### src/rtl/hs_counter_pkg.sv
package hs_counter_pkg;

  typedef enum logic [2:0] {
    ST_ZERO,   // bit 0, idle
    ST_SET,    // bit just set, done reply up
    ST_ONE,    // bit 1, idle
    ST_WAIT,   // bit 1, forward request up, awaiting reply
    ST_RELAY   // bit cleared, relaying upper reply
  } stage_st_e;

  function automatic logic stage_bit(input stage_st_e st);
    return (st == ST_SET) || (st == ST_ONE) || (st == ST_WAIT);
  endfunction

  function automatic logic reply_seen(input logic dn, input logic ov);
    return dn | ov;
  endfunction

endpackage

### src/rtl/hs_count_stage.sv
module hs_count_stage
  import hs_counter_pkg::*;
(
  input  logic clk,
  input  logic rst_n,
  input  logic req_in,
  input  logic done_in,
  input  logic ovf_in,
  output logic done_out,
  output logic ovf_out,
  output logic req_out,
  output logic bit_o,
  output logic viol_o
);

  stage_st_e st_q;
  logic      req_in_q;
  logic      up_reply;
  logic      req_edge;

  assign up_reply = reply_seen(done_in, ovf_in);
  assign req_edge = req_in && !req_in_q;
  assign bit_o    = stage_bit(st_q);
  assign viol_o   = req_edge && (st_q == ST_WAIT);

  always_ff @(posedge clk or negedge rst_n) begin
    if (!rst_n) begin
      st_q     <= ST_ZERO;
      req_in_q <= 1'b0;
      done_out <= 1'b0;
      ovf_out  <= 1'b0;
      req_out  <= 1'b0;
    end else begin
      req_in_q <= req_in;
      case (st_q)
        ST_ZERO: if (req_in) begin
          done_out <= 1'b1;
          st_q     <= ST_SET;
        end
        ST_SET: if (!req_in) begin
          done_out <= 1'b0;
          st_q     <= ST_ONE;
        end
        ST_ONE: if (req_in) begin
          req_out <= 1'b1;
          st_q    <= ST_WAIT;
        end
        ST_WAIT: if (up_reply) begin
          req_out  <= 1'b0;
          done_out <= done_in;
          ovf_out  <= ovf_in && !done_in;
          st_q     <= ST_RELAY;
        end
        ST_RELAY: if (!req_in && !up_reply) begin
          done_out <= 1'b0;
          ovf_out  <= 1'b0;
          st_q     <= ST_ZERO;
        end
        default: st_q <= ST_ZERO;
      endcase
    end
  end

  // never both replies
  assert_one_reply_R4: assert property (@(posedge clk) disable iff (!rst_n)
    $onehot0({done_out, ovf_out}));

  // forward request only from a set bit
  assert_fwd_from_one_R3: assert property (@(posedge clk) disable iff (!rst_n)
    $rose(req_out) |-> $past(bit_o));

  // forward request held until upper reply
  assert_fwd_held_R5: assert property (@(posedge clk) disable iff (!rst_n)
    $fell(req_out) |-> $past(up_reply));

  // reply falls only after own request is low
  assert_reply_rtz_R5: assert property (@(posedge clk) disable iff (!rst_n)
    $fell(done_out | ovf_out) |-> !$past(req_in));

  // a reply rises only in answer to a request
  assert_reply_answers_R2: assert property (@(posedge clk) disable iff (!rst_n)
    $rose(done_out | ovf_out) |-> $past(req_in));

  // legal handshakes never hit a waiting stage
  assert_no_violation_R10: assert property (@(posedge clk) disable iff (!rst_n)
    !viol_o);

endmodule

### src/rtl/hs_ripple_counter.sv
module hs_ripple_counter
  import hs_counter_pkg::*;
#(
  parameter int WIDTH = 4
) (
  input  logic             clk,
  input  logic             rst_n,
  input  logic             count_req_i,
  output logic             done_o,
  output logic             wrap_o,
  output logic [WIDTH-1:0] value_o,
  output logic             proto_err_o
);

  localparam int TOP = WIDTH - 1;

  logic [WIDTH-1:0] st_req_in, st_done_in, st_ovf_in;
  logic [WIDTH-1:0] st_done_out, st_ovf_out, st_req_out, st_viol;
  logic             entry_req_q;
  logic             entry_reply;

  // entry gate: new request waits for the previous reply to return low
  assign entry_reply = reply_seen(st_done_out[0], st_ovf_out[0]);

  always_ff @(posedge clk or negedge rst_n) begin
    if (!rst_n) entry_req_q <= 1'b0;
    else        entry_req_q <= count_req_i && (entry_req_q || !entry_reply);
  end

  generate
    for (genvar i = 0; i < WIDTH; i++) begin : g_stage
      if (i == 0) begin : g_bottom
        assign st_req_in[i] = entry_req_q;
      end else begin : g_inner
        assign st_req_in[i] = st_req_out[i-1];
      end
      if (i == TOP) begin : g_close
        assign st_done_in[i] = 1'b0;
        assign st_ovf_in[i]  = st_req_out[i];
      end else begin : g_link
        assign st_done_in[i] = st_done_out[i+1];
        assign st_ovf_in[i]  = st_ovf_out[i+1];
      end
      hs_count_stage u_stage (
        .clk      (clk),
        .rst_n    (rst_n),
        .req_in   (st_req_in[i]),
        .done_in  (st_done_in[i]),
        .ovf_in   (st_ovf_in[i]),
        .done_out (st_done_out[i]),
        .ovf_out  (st_ovf_out[i]),
        .req_out  (st_req_out[i]),
        .bit_o    (value_o[i]),
        .viol_o   (st_viol[i])
      );
    end
  endgenerate

  assign done_o      = st_done_out[0];
  assign wrap_o      = st_ovf_out[0];
  assign proto_err_o = |st_viol;

  // overflow at the bottom coincides with the value at zero
  assert_wrap_zero_R8: assert property (@(posedge clk) disable iff (!rst_n)
    $rose(wrap_o) |-> (value_o == '0));

  // a plain done reply leaves a nonzero value
  assert_done_nonzero_R8: assert property (@(posedge clk) disable iff (!rst_n)
    $rose(done_o) |-> (value_o != '0));

  // the top stage answers its forward request with overflow only
  assert_top_closure_R6: assert property (@(posedge clk) disable iff (!rst_n)
    $rose(st_done_out[TOP]) |-> !$past(st_req_out[TOP]));

endmodule

### config.mk
export PLATFORM = sky130hd
export DESIGN_NAME = hs_ripple_counter
export DESIGN_NICKNAME = d
export VERILOG_FILES = /design/src/rtl/hs_counter_pkg.sv /design/src/rtl/hs_count_stage.sv /design/src/rtl/hs_ripple_counter.sv
export SDC_FILE = /design/constraint.sdc
export NUM_CORES = 1
export LEC_CHECK = 0
export ABC_AREA = 1
export BUFFER_PORTS_ARGS = -buffer_cell sky130_fd_sc_hd__buf_2
export CORE_MARGIN = 3
export CORE_UTILIZATION = 60
export DETAILED_ROUTE_END_ITERATION = 10
export GPL_TIMING_DRIVEN = 0
export MAX_ROUTING_LAYER = met4
export PLACE_DENSITY_LB_ADDON = 0.2
export SLEW_MARGIN = 25
export SYNTH_ARGS = -nofsm -noshare
export SYNTH_HDL_FRONTEND = slang
export SYNTH_HIERARCHICAL = 1
export SYNTH_SLANG_ARGS = --single-unit
### constraint.sdc
create_clock -name clk -period 1.6 [get_ports clk]
set_input_delay 0.32 -clock clk [delete_from_list [all_inputs] [get_ports clk]]
set_output_delay 0.32 -clock clk [all_outputs]
set_load 0.02 [all_outputs]
==> impl_metrics.json <==
{
  "drv_cap": 0,
  "yosysMostFrequentCell": "nand2_1",
  "globalRouteOverflowTotal": 0,
  "use_met1_pct": 32.0,
  "routed_wl_um": 4800,
  "syn_area_per_cell_um2": 6.72,
  "start_util_pct": 65.7,
  "final_area_um2": 2350,
  "viasPerCell": 5.46,
  "root_buffer": "clkbuf_4",
  "die_height_um": 62.1,
  "pwr-share-seq_pct": 25.9,
  "grt.met2_usage_pct": 41.8,
  "path_clk_slew_ns": 0.10,
  "slew_violations": 0,
  "ys_types": 20,
  "critPathCaptureType": "output port",
  "drcViolationCount": 0,
  "maxSlewHeadroom_pct": 54.5,
  "vias": 1993,
  "dp_hpwl_um": 2790,
  "antenna_cells": 0,
  "cpLargestDelayFamily": "flip-flops",
  "fin_skew_ns": 0.00679,
  "die-area_um2": 3860,
  "outcome": "complete, but fails checks",
  "drive_above_1_share_pct": 35.0,
  "synthCells": 281,
  "synth_top_cell_by_area": "dfrtp_1",
  "crit_required_ns": 1.28,
  "dp_worst_setup_slack_ns": 0.0782,
  "antenna_found_initial": 0,
  "async_flop_share_pct": 100,
  "cts_max_level": 2,
  "p_clk_share_pct": 8.6,
  "place_area_um2": 1990,
  "crit_buf_inv": 2,
  "postCtsHoldBufs": 0,
  "fin_nets": 326,
  "fin_crit_sh_pct": 104,
  "fin_crit_ns": 1.66,
  "rsz0062_at_grt": "true",
  "setup-tns-final_ns": -0.115,
  "swShare_pct": 50.5,
  "multi_input_comb_area_um2": 1090,
  "crit_path_top_delay_cell": "dfrtp_2",
  "grt_max_degree": 30,
  "hold_violations": 0,
  "slowest_delay_ns": 0.44,
  "grt_pass1_wl_um": 7890,
  "io_buffers": 9,
  "insertion_delay_ns": 0.34,
  "cp_max_fo": 4,
  "hold_path_class": "in -> async",
  "cts.sinks": 29,
  "first_global_vias": 1826,
  "busiest_layer": "met2",
  "ys_warn_count": 6,
  "synth_top_area_share_pct": 38.4,
  "cts_buffers": 5,
  "cts_tree": "done",
  "fp.dieW_um": 62.1,
  "worst_pin_slew_ns": 0.682,
  "drtIter0Drc": 197,
  "power_switching_w": 0.00285,
  "synth_area_leaders": "dfrtp_1 (38%), nand2_1 (17%), nor2_1 (8.3%)",
  "ir_worst_vdd_mv": 1.41,
  "critPathArrivalTime_ns": 1.34,
  "powerDensity_nw_per_um2": 2410,
  "routedWlPerCell_um": 13.2,
  "power.internal_w": 0.00280,
  "grtUsageMet3_pct": 7.75,
  "io_pins": 10,
  "fmax_mhz": 602,
  "final_util_pct": 81.6,
  "firstDrtPassIters": 4,
  "rows": 19,
  "start_kind": "register",
  "clockBufferDepth": 2,
  "track_usage_pct": 26.5,
  "setup_violations": 2,
  "synth_edf_count": 0,
  "core-area_um2": 2880,
  "fillCellCount": 191,
  "dp_cells": 333,
  "ant_nets": 0,
  "synth.ff_latch_count": 29,
  "syn-cell-area_um2": 1890,
  "crit_type": "reg -> out",
  "power_frac_comb_pct": 65.5,
  "register_area_um2": 734,
  "path_cells": "inv_4 > nand3_4 > nor3_2 > nor2_1 > nand2_1 > buf_6",
  "p_leak_nw": 1.22,
  "globalplace.congestion": 0.896,
  "yosys-top-cells-count": "nand2_1 (86), nor2_1 (42), dfrtp_1 (29), nand3_1 (24), inv_1 (17)",
  "yosysSeqAreaShare_pct": 38.4,
  "worst_slack_ns": -0.0609,
  "violations": "negative setup slack",
  "area_growth_pct": 24.2,
  "layout.cells.non_filler": 365,
  "synthFlopType": "dfrtp_1"
}
-- cells in the final DEF, fill, tap and decap left out --
master     n
nand2_4    1
nand4_1    8
conb_1     2
clkbuf_8   1
buf_4     24
dfrtp_1   22
nor3_2     3
o22ai_1    3
nand3_4    3
nand3_2    1
dfrtp_2    7
o21ai_1    5
a21oi_1    1
clkbuf_4   5
inv_2     15
buf_2      7
nand3_1   20
clkbuf_1   1
inv_4      2
o21ai_2    3
a31oi_1    1
buf_6      7
nor2_1    40
nor2_4     2
nand2_1   86
inv_1     15
o21ai_0    6
nand2_2   14
nor3_4     1
a21oi_2    3
nor2_2    14
-- worst register-to-register path, cell delays in order, from the launching register on --
cell and delay [ns]:
dfrtp_1 0.38, buf_6 0.13, buf_4 0.14, buf_4 0.13
inv_2 0.06, nand2_2 0.06, nor2_2 0.17, nand2_4 0.10
nand2_1 0.09, nor2_1 0.05, nand2_1 0.06, nand2_1 0.06
-- power by group through the flow --
stage                     Clock [W]  Sequential (W)  Combinational, W
after floorplan                   0         0.00142           0.00233
after global placement            0         0.00147           0.00281
after detailed placement          0         0.00147           0.00287
after CTS                  0.000493         0.00142           0.00338
after global routing       0.000538         0.00152           0.00414
final                      0.000486         0.00147           0.00370
-- area by class of cell --
| type | instances | share of cell area, % |
|---|---|---|
| clock buffers | 7 | 2.35 |
| multi-input cells | 217 | 46.3 |
| inverters | 32 | 5.33 |
| plain buffers | 3 | 1.44 |
| repair buffers | 35 | 11.1 |
| well taps | 42 | 2.24 |
| flip-flops and latches | 29 | 31.3 |
-- metrics by stage --
step	hold slack, ns	total power [W]
after global routing	0.0169	0.00619
after CTS	0.0110	0.00530
after global placement	0.382	0.00428
after floorplan	0.0244	0.00375
after detailed placement	0.393	0.00434
final	0.00348	0.00565
-- kinds of logic (layout without fill, tap and decap cells) --
kind of cell           after synthesis  in the layout  share of synthesized area, %
AO/OA/AOI/OAI                       22             22                          7.29
other                                1              2                         0.198
AND/OR/NAND/NOR                    193            193                          45.4
flip-flops                          29             29                          38.4
buffers and inverters               36             77                          8.74
-- per-layer routing --
metal | vias up | share of wire (%)
li1 | 973 | -
met1 | 952 | 44
met3 | 10 | 4.9
met4 | 0 | 2.0
met5 | - | 0
met2 | 58 | 49
-- sequential cells by signal, summed over array words and instances, names as in the netlist --
signal / cells
g_stage.u_stage/ovf_out: 4
g_stage.u_stage/req_in_q: 4
g_stage.u_stage/done_out: 4
entry_req_q: 1
g_stage.u_stage/st_q: 12
g_stage.u_stage/req_out: 4
-- what timing repair did --
action,4_1_cts,5_1_grt
endpoints found under the setup margin,2,5
pin swaps,4,5
buffers inserted,17,9
gates resized for setup,21,12
-- final timing paths --
check | startpoint | depth (start not counted) | slack (ns) | end
max | g_stage[0].u_stage/st_q[2] | 6 | -0.06 | proto_err_o
min | rst_n | 1 | 0.003 | g_stage[2].u_stage/st_q[2]
max reg2reg | g_stage[0].u_stage/st_q[1] | 11 | 0.07 | g_stage[0].u_stage/done_out
min reg2reg | entry_req_q | 0 | 0.51 | g_stage[0].u_stage/req_in_q
max in group asynchronous | rst_n | 1 | 1.10 | g_stage[3].u_stage/st_q[0]
min in group clk | count_req_i | 3 | 0.18 | entry_req_q
Power figures use the tool's default switching activity.
